$ cat config.mk
export PLATFORM = sky130hd
export DESIGN_NAME = supv_reset_seq
export DESIGN_NICKNAME = d
export VERILOG_FILES = /design/src/rtl/supv_pkg.sv /design/src/rtl/supv_datapath.sv /design/src/rtl/supv_ctrl.sv /design/src/rtl/supv_reset_seq.sv
export SDC_FILE = /design/constraint.sdc
export NUM_CORES = 1
export LEC_CHECK = 0
export BUFFER_PORTS_ARGS = -buffer_cell sky130_fd_sc_hd__buf_4
export CAP_MARGIN = 25
export CORE_MARGIN = 5
export CORE_UTILIZATION = 45
export DETAILED_ROUTE_END_ITERATION = 10
export GPL_ROUTABILITY_DRIVEN = 0
export PLACE_DENSITY_LB_ADDON = 0.12
export SLEW_MARGIN = 20
export SYNTH_ARGS = -nofsm -noshare
export SYNTH_HDL_FRONTEND = slang
export SYNTH_HIERARCHICAL = 1
export SYNTH_SLANG_ARGS = --single-unit
$ cat constraint.sdc
create_clock -name clk -period 1.5 [get_ports clk]
set_input_delay 0.075 -clock clk [delete_from_list [all_inputs] [get_ports clk]]
set_output_delay 0.075 -clock clk [all_outputs]
set_load 0.01 [all_outputs]
$ cat src/rtl/supv_pkg.sv
package supv_pkg;

  typedef enum logic [1:0] {
    ST_DOWN    = 2'd0,  // supply below deselect threshold
    ST_HOLD    = 2'd1,  // manual reset held low
    ST_RECOVER = 2'd2,  // recovery interval running
    ST_RUN     = 2'd3   // normal operation
  } supvState_t;

  // strobes from control to the timing datapath
  typedef struct packed {
    logic clrRec;  // clear the recovery tick counter
    logic cntRec;  // count prescaler ticks toward recovery
  } recStrobe_t;

endpackage

$ cat src/rtl/supv_datapath.sv
module supv_datapath
  import supv_pkg::*;
#(
  parameter int SYNC_STAGES = 2,
  parameter int MR_QUAL_CYC = 10,
  parameter int REC_TICKS   = 140
) (
  input  logic       clk,
  input  logic       rstN,
  input  logic       tick,
  input  logic       mrN,
  input  recStrobe_t strobe,
  output logic       mrSync,
  output logic       mrQual,
  output logic       recDone
);

  localparam int MR_W  = $clog2(MR_QUAL_CYC + 1);
  localparam int REC_W = $clog2(REC_TICKS + 1);
  localparam logic [MR_W-1:0]  MR_LIMIT  = MR_W'(MR_QUAL_CYC);
  localparam logic [REC_W-1:0] REC_LAST  = REC_W'(REC_TICKS - 1);

  // manual reset synchronizer, idles high
  logic [SYNC_STAGES-1:0] mrPipe;
  generate
    if (SYNC_STAGES == 1) begin : gSyncOne
      always_ff @(posedge clk or negedge rstN) begin
        if (!rstN) mrPipe <= '1;
        else       mrPipe <= mrN;
      end
    end else begin : gSyncMany
      always_ff @(posedge clk or negedge rstN) begin
        if (!rstN) mrPipe <= '1;
        else       mrPipe <= {mrPipe[SYNC_STAGES-2:0], mrN};
      end
    end
  endgenerate
  assign mrSync = mrPipe[SYNC_STAGES-1];

  // width filter: consecutive low cycles, saturating at the limit
  logic [MR_W-1:0] mrLowCnt;
  always_ff @(posedge clk or negedge rstN) begin
    if (!rstN)                    mrLowCnt <= '0;
    else if (mrSync)              mrLowCnt <= '0;
    else if (mrLowCnt != MR_LIMIT) mrLowCnt <= mrLowCnt + 1'b1;
  end
  assign mrQual = (mrLowCnt == MR_LIMIT);

  // recovery interval counter in prescaler ticks
  logic [REC_W-1:0] recCnt;
  assign recDone = strobe.cntRec && tick && (recCnt == REC_LAST);
  always_ff @(posedge clk or negedge rstN) begin
    if (!rstN)                       recCnt <= '0;
    else if (strobe.clrRec)          recCnt <= '0;
    else if (strobe.cntRec && tick && !recDone) recCnt <= recCnt + 1'b1;
  end

  assert_rec_bound_R2: assert property (@(posedge clk) disable iff (!rstN)
    recCnt <= REC_LAST);
  assert_mr_filter_bound_R4: assert property (@(posedge clk) disable iff (!rstN)
    mrLowCnt <= MR_LIMIT);
  assert_mr_clear_on_high_R4: assert property (@(posedge clk) disable iff (!rstN)
    mrSync |=> (mrLowCnt == '0));

endmodule

$ cat src/rtl/supv_ctrl.sv
module supv_ctrl
  import supv_pkg::*;
(
  input  logic       clk,
  input  logic       rstN,
  input  logic       supplyOk,
  input  logic       mrSync,
  input  logic       mrQual,
  input  logic       recDone,
  input  logic       pfCmp,
  output recStrobe_t strobe,
  output logic       rstAssert,
  output logic       pfDrive
);

  supvState_t stateQ, stateD;

  always_comb begin
    stateD = stateQ;
    if (!supplyOk) begin
      stateD = ST_DOWN;
    end else begin
      unique case (stateQ)
        ST_DOWN:    stateD = mrQual ? ST_HOLD : ST_RECOVER;
        ST_HOLD:    stateD = mrSync ? ST_RECOVER : ST_HOLD;
        ST_RECOVER: stateD = mrQual ? ST_HOLD : (recDone ? ST_RUN : ST_RECOVER);
        ST_RUN:     stateD = mrQual ? ST_HOLD : ST_RUN;
        default:    stateD = ST_DOWN;
      endcase
    end
  end

  always_ff @(posedge clk or negedge rstN) begin
    if (!rstN) stateQ <= ST_DOWN;
    else       stateQ <= stateD;
  end

  always_comb begin
    strobe.cntRec = (stateQ == ST_RECOVER);
    strobe.clrRec = (stateQ != ST_RECOVER);
  end

  assign rstAssert = (stateQ != ST_RUN);
  assign pfDrive   = (stateQ == ST_RUN) ? pfCmp : (stateQ != ST_DOWN);

  assert_hold_entry_qualified_R3: assert property (@(posedge clk) disable iff (!rstN)
    (stateQ == ST_HOLD) && ($past(stateQ) != ST_HOLD) |-> $past(mrQual));
  assert_run_entry_after_count_R2: assert property (@(posedge clk) disable iff (!rstN)
    (stateQ == ST_RUN) && ($past(stateQ) != ST_RUN) |-> $past(recDone));
  assert_recover_restart_R8: assert property (@(posedge clk) disable iff (!rstN)
    supplyOk && mrQual && (stateQ == ST_RECOVER) |=> (stateQ == ST_HOLD));

endmodule

$ cat src/rtl/supv_reset_seq.sv
module supv_reset_seq
  import supv_pkg::*;
#(
  parameter int SYNC_STAGES = 2,
  parameter int MR_QUAL_CYC = 10,
  parameter int REC_TICKS   = 140
) (
  input  logic clk,
  input  logic rstN,
  input  logic tick,
  input  logic supplyOk,
  input  logic mrN,
  input  logic pfCmp,
  output logic rstPullDown,
  output logic pfOut
);

  recStrobe_t strobe;
  logic mrSync, mrQual, recDone;

  supv_datapath #(
    .SYNC_STAGES(SYNC_STAGES),
    .MR_QUAL_CYC(MR_QUAL_CYC),
    .REC_TICKS  (REC_TICKS)
  ) u_dp (
    .clk    (clk),
    .rstN   (rstN),
    .tick   (tick),
    .mrN    (mrN),
    .strobe (strobe),
    .mrSync (mrSync),
    .mrQual (mrQual),
    .recDone(recDone)
  );

  supv_ctrl u_ctrl (
    .clk      (clk),
    .rstN     (rstN),
    .supplyOk (supplyOk),
    .mrSync   (mrSync),
    .mrQual   (mrQual),
    .recDone  (recDone),
    .pfCmp    (pfCmp),
    .strobe   (strobe),
    .rstAssert(rstPullDown),
    .pfDrive  (pfOut)
  );

  assert_reset_on_supply_loss_R1: assert property (@(posedge clk) disable iff (!rstN)
    !supplyOk |=> rstPullDown);
  assert_pf_low_on_supply_loss_R5: assert property (@(posedge clk) disable iff (!rstN)
    !supplyOk |=> !pfOut);
  assert_release_on_tick_R2: assert property (@(posedge clk) disable iff (!rstN)
    $fell(rstPullDown) |-> $past(tick) && $past(supplyOk));
  assert_pf_follows_when_running_R7: assert property (@(posedge clk) disable iff (!rstN)
    !rstPullDown |-> (pfOut == pfCmp));

endmodule

* Word-level counts from Yosys, hierarchy flattened
Cells that the tools add are included.
** Cells by class
- Reduce and logical (&&, ||, !) cells :: 8
- Equality and inequality tests :: 8
- Add/subtract/negate cells :: 2
- Muxes and demuxes :: 12
** Operator list (count)
- $mux W8 :: 2
- $mux W2 :: 5
- $add A8 B1 Y8 const B :: 1
- $eq A8 B8 Y1 const B :: 1
- $mux W4 :: 2
- $pmux W2 S4 :: 1
- $reduce_bool A2 Y1 :: 3
- $add A4 B1 Y4 const B :: 1
- $eq A2 B2 Y1 const B :: 2
- $eq A4 B4 Y1 const B :: 1
- $ne A2 B2 Y1 const B :: 2
- $ne A4 B4 Y1 const B :: 1
- $logic_and A1 B1 Y1 :: 3
- $eq A2 B1 Y1 const B :: 1
- $logic_not A2 Y1 :: 1
- $mux W1 :: 2
- $logic_not A1 Y1 :: 1
** Word-level totals
- Bits of input ports :: 6
- Output and inout port bits :: 2
- Bits in registers :: 16
- Logic and storage cells :: 34

* Longest topological paths before layout
- Word-level depth :: 7
- Mapped depth :: 6

* By module
Netlist, hierarchy kept.
** Modules (own cells, without submodules)
- supv_datapath :: times used 1, seq. area each 352.8 um^2, area each 704.4 um^2, cells each 69
- supv_ctrl :: times used 1, seq. area each 50.0 um^2, area each 122.6 um^2, cells each 14

* Worst setup path before layout
No wires, ideal clock.
- Kind :: reg-to-reg
- Start point :: register u_ctrl.stateQ[0]
- End point :: register u_dp.recCnt[7]
- Stages on the path, launching flop included :: 6
- Setup time :: 78 ps
- Data arrival time :: 1495 ps
- Period minus slack after synthesis :: 1573 ps
- Data required time :: 1422 ps
- Setup slack :: -73 ps
- Path buffers :: 0
- Path through :: dfrtp_1 > nand2b_1 > inv_1 > nand4_2 > or4_1 > a21oi_1
** RTL lines
- from (decl) :: RTL line supv_ctrl.sv:16 : supvState_t stateQ, stateD;
- from (signal assigned) :: RTL line supv_ctrl.sv:35 : else stateQ <= stateD;
- to (signal assigned) :: RTL line supv_datapath.sv:55 : else if (strobe.cntRec && tick && !recDone) recCnt <= recCnt + 1'b1;
- to (decl) :: RTL line supv_datapath.sv:50 : logic [REC_W-1:0] recCnt;

* Worst setup path after layout
- Start point :: register u_dp.recCnt[0]
- End point :: register u_dp.recCnt[0]
** Between the ends
- Cells in the longest elaborated chain, start to end :: 5
- Elaborated cells on any way between the ends :: 8
- Classes of those cells :: 1 x add/sub; 1 x eq/ne; 2 x mux; 4 x reduce/logical
** Ends and longest elaborated chain
- parallel branches: the longest is 5 deep, another holds $add A8 B1 Y8
Parallel ways; which one is timed is not known. The select of a mux whose other input is x is not followed.
A chain may end at the register's enable or synchronous reset.

==> results.md <==
* CP endpoint kind: flop
* Antenna violations before repair at 0
* Layout cells sized above 1 at 31.73%
* Crit Path Class: reg -> reg
* Synth warn at 6
* Final non-filler cell area at 1072 sq um
* Routed Antenna Nets at 0
* Area leader, netlist: dfrtp_1
* Die Footprint at 2795 sq um
* Area contributors post-synth: dfrtp_1, dfstp_2, ha_1, a21oi_1, nand2b_1
* All-Layer GR Usage at 13.74%
* H-tree depth at 1
* Routed WL at 1553 um
* ANT cells at 0
* Largest net degree at the start of global routing at 17
* Final period utilization at 95.10%
* CP Data Arrival Time at 1610 ps
* Fin nets at 115
* Crit path largest cell delay at 420 ps
* Final hold slack at 39.23 ps
* Cell family with most CP delay: flip-flops
* Final HPWL DP at 1089 um
* Syn Nets at 93
* Distinct cell type count after synthesis at 29
* Lkg Pwr at 0.4694 nW
* Setup violators final at 0
* Initial DRC count at 13
* Avg Cell Area, Syn at 9.964 sq um
* Main synth FF type: dfrtp_1
* Net Switching at 0.0001926 W
* FP Rows at 15
* Vias in the first global route at 611
* Max cap viols at 0
* Setup TNS at 0 ps
* Async SR Flop Fraction at 100.0%
* Sequential share of power at 55.4%
* Post-route minimum period at 1426 ps
* Core box area at 1745 sq um
* Pre-Repair DR Iteration Count at 4
* Die span in x at 52.87 um
* Slew headroom at 82.31%
* # clock sinks at 16
* Internal at 0.0006414 W
* Flops & latches, synth at 16
* Setup ws final at 73.54 ps
* Vias per inst at 5.116
* Pre-CTS setup slack at 25.71 ps
* Sw Ratio at 23.09%
* DRC viols at 0
* Combinational power share at 10.5%
* CTS Buf Count at 3
* Critical path buffer and inverter count at 0
* Wire length of the first global-routing pass at 2746 um
* Fmax at 0.7010 GHz
* Hold Path Class: in -> reg
* Later-pin clock latency in the skew report at 290 ps
* CTS root buffer: clkbuf_4
* Final hold violation count at 0
* GRT overflow at 0
* Synth top cells by count: dfrtp_1, inv_1, nand2_1, nor2_1, a21oi_1
* Slowest-stage cell, CP: dfrtp_1
* Mapped Cells at 83
* Clk pwr share at 34.2%
* Clock Path Buffers at 2
* EDFF count, synth at 0
* Clock slew seen by the registers of the worst setup and hold paths at 100 ps
* WL/cell at 12.04 um
* Most common cell in the netlist: dfrtp_1
* Share of the synthesized area in the top cell type at 42.36%
* Max Slew Vio Count at 0
* Initial Utilization at 47.38%
* CTS tree: built
* Worst vdd ir at 0.4604 mV
* CP Cell Sequence: ha_2, nor2b_2, a41oi_2, mux2_2
* Mapped cell area at 827.0 sq um
* Ports at 8
* Total power draw at 0.0008340 W
* Power Dens Cells at 777.7 nW/um^2
* Port bufs at 7
* Slew @ Worst Pin at 263.1 ps
* Die Ht at 52.87 um
* Worst-path fanout max at 3
* Clock Skew at 6.218 ps
* DR vias at 660
* Register area share after synthesis at 48.71%
* RSZ-0062 raised after global routing: yes
* Required @ worst endpoint at 1680 ps
* CP Launch Type: flop
* Status: finished clean
* DP Area at 974.7 sq um
* Layout area overhead at 29.65%
-- worst reg2reg max path, delay by kind of cell, from the launching register on --
family	cells	cell delay, ps
compound gates	1	190
fa+ha+maj	1	200
flops	1	420
mux	1	350
simple gates	1	160
-- per-stage QoR --
step / cells / util, %
finish: 129 / 61.43
global route: 129 / 61.43
CTS: 129 / 59.93
detailed placement: 121 / 55.84
global placement: 121 / 55.84
floorplan: 83 / -
-- flip-flops by register name, summed over array words and instances, names as in the netlist --
name           flops
u_ctrl/stateQ      2
u_dp/mrPipe        2
u_dp/mrLowCnt      4
u_dp/recCnt        8
-- final timing paths --
kind	startpoint	to	slack (ps)	depth (start not counted)
max	u_dp/recCnt[0]$_DFFE_PN0P_	u_dp/recCnt[0]$_DFFE_PN0P_	70	4
min	supplyOk	u_ctrl/stateQ[1]$_DFF_PN0_	40	3
max reg2reg	u_dp/recCnt[0]$_DFFE_PN0P_	u_dp/recCnt[0]$_DFFE_PN0P_	70	4
min in group asynchronous	rstN	u_dp/recCnt[2]$_DFFE_PN0P_	180	2
min reg2reg	u_dp/mrPipe[0]$_DFF_PN1_	u_dp/mrPipe[1]$_DFF_PN1_	360	0
max in group asynchronous	rstN	u_dp/mrPipe[0]$_DFF_PN1_	1060	2
-- layer usage --
layer	vias up	global-route usage (%)	routed length (um)
met1	310	19.47	790
met2	9	19.42	696
met5	-	0	0
met4	0	6.383	22
li1	337	-	-
met3	4	3.380	44
-- power by group through the flow --
stage	registers, W	logic (W)	clock network [W]
4_1_cts	0.000462	0.0000875	0.000298
6_report	0.000462	0.0000873	0.000285
5_1_grt	0.000465	0.000100	0.000320
3_3_place_gp	0.000470	0.0000777	0
2_1_floorplan	0.000469	0.0000374	0
3_5_place_dp	0.000470	0.0000790	0
-- cells in the final DEF, fill, tap and decap left out, types with 4 or more instances in the layout --
master	n
nor2_1	6
inv_1	5
dfrtp_1	14
nand3_1	4
buf_4	16
nand2_1	6
a21oi_1	4
-- timing repair --
action                                 CTS  global route
setup endpoints to repair                1             5
gates resized for setup                  0             6
endpoints found under the hold margin   17             0
hold buffers                             2             0
gates cloned                             0             0
pin swaps                                0             3
buffers inserted                         2             0
-- final cells by class --
cell class,instances,area (sq um)
Clock buffer,4,36.28
Tap cell,25,31.28
Timing Repair Buffer,18,140.1
Sequential cell,16,402.9
Fill cell,161,673.1
Inverter,6,22.52
Multi-Input combinational cell,60,439.2
-- logic make-up after synthesis --
group                      after synthesis  synth area share, %
xor gates and xnor gates                 3                3.178
and+or+nand+nor                         34                22.54
buffers and inverters                    7                3.176
DFF                                     16                48.71
AOI/OAI and AO/OA                       17                13.77
adders and majority gates                4                6.052
muxes                                    2                2.572
(Power assumes the default switching activity.)
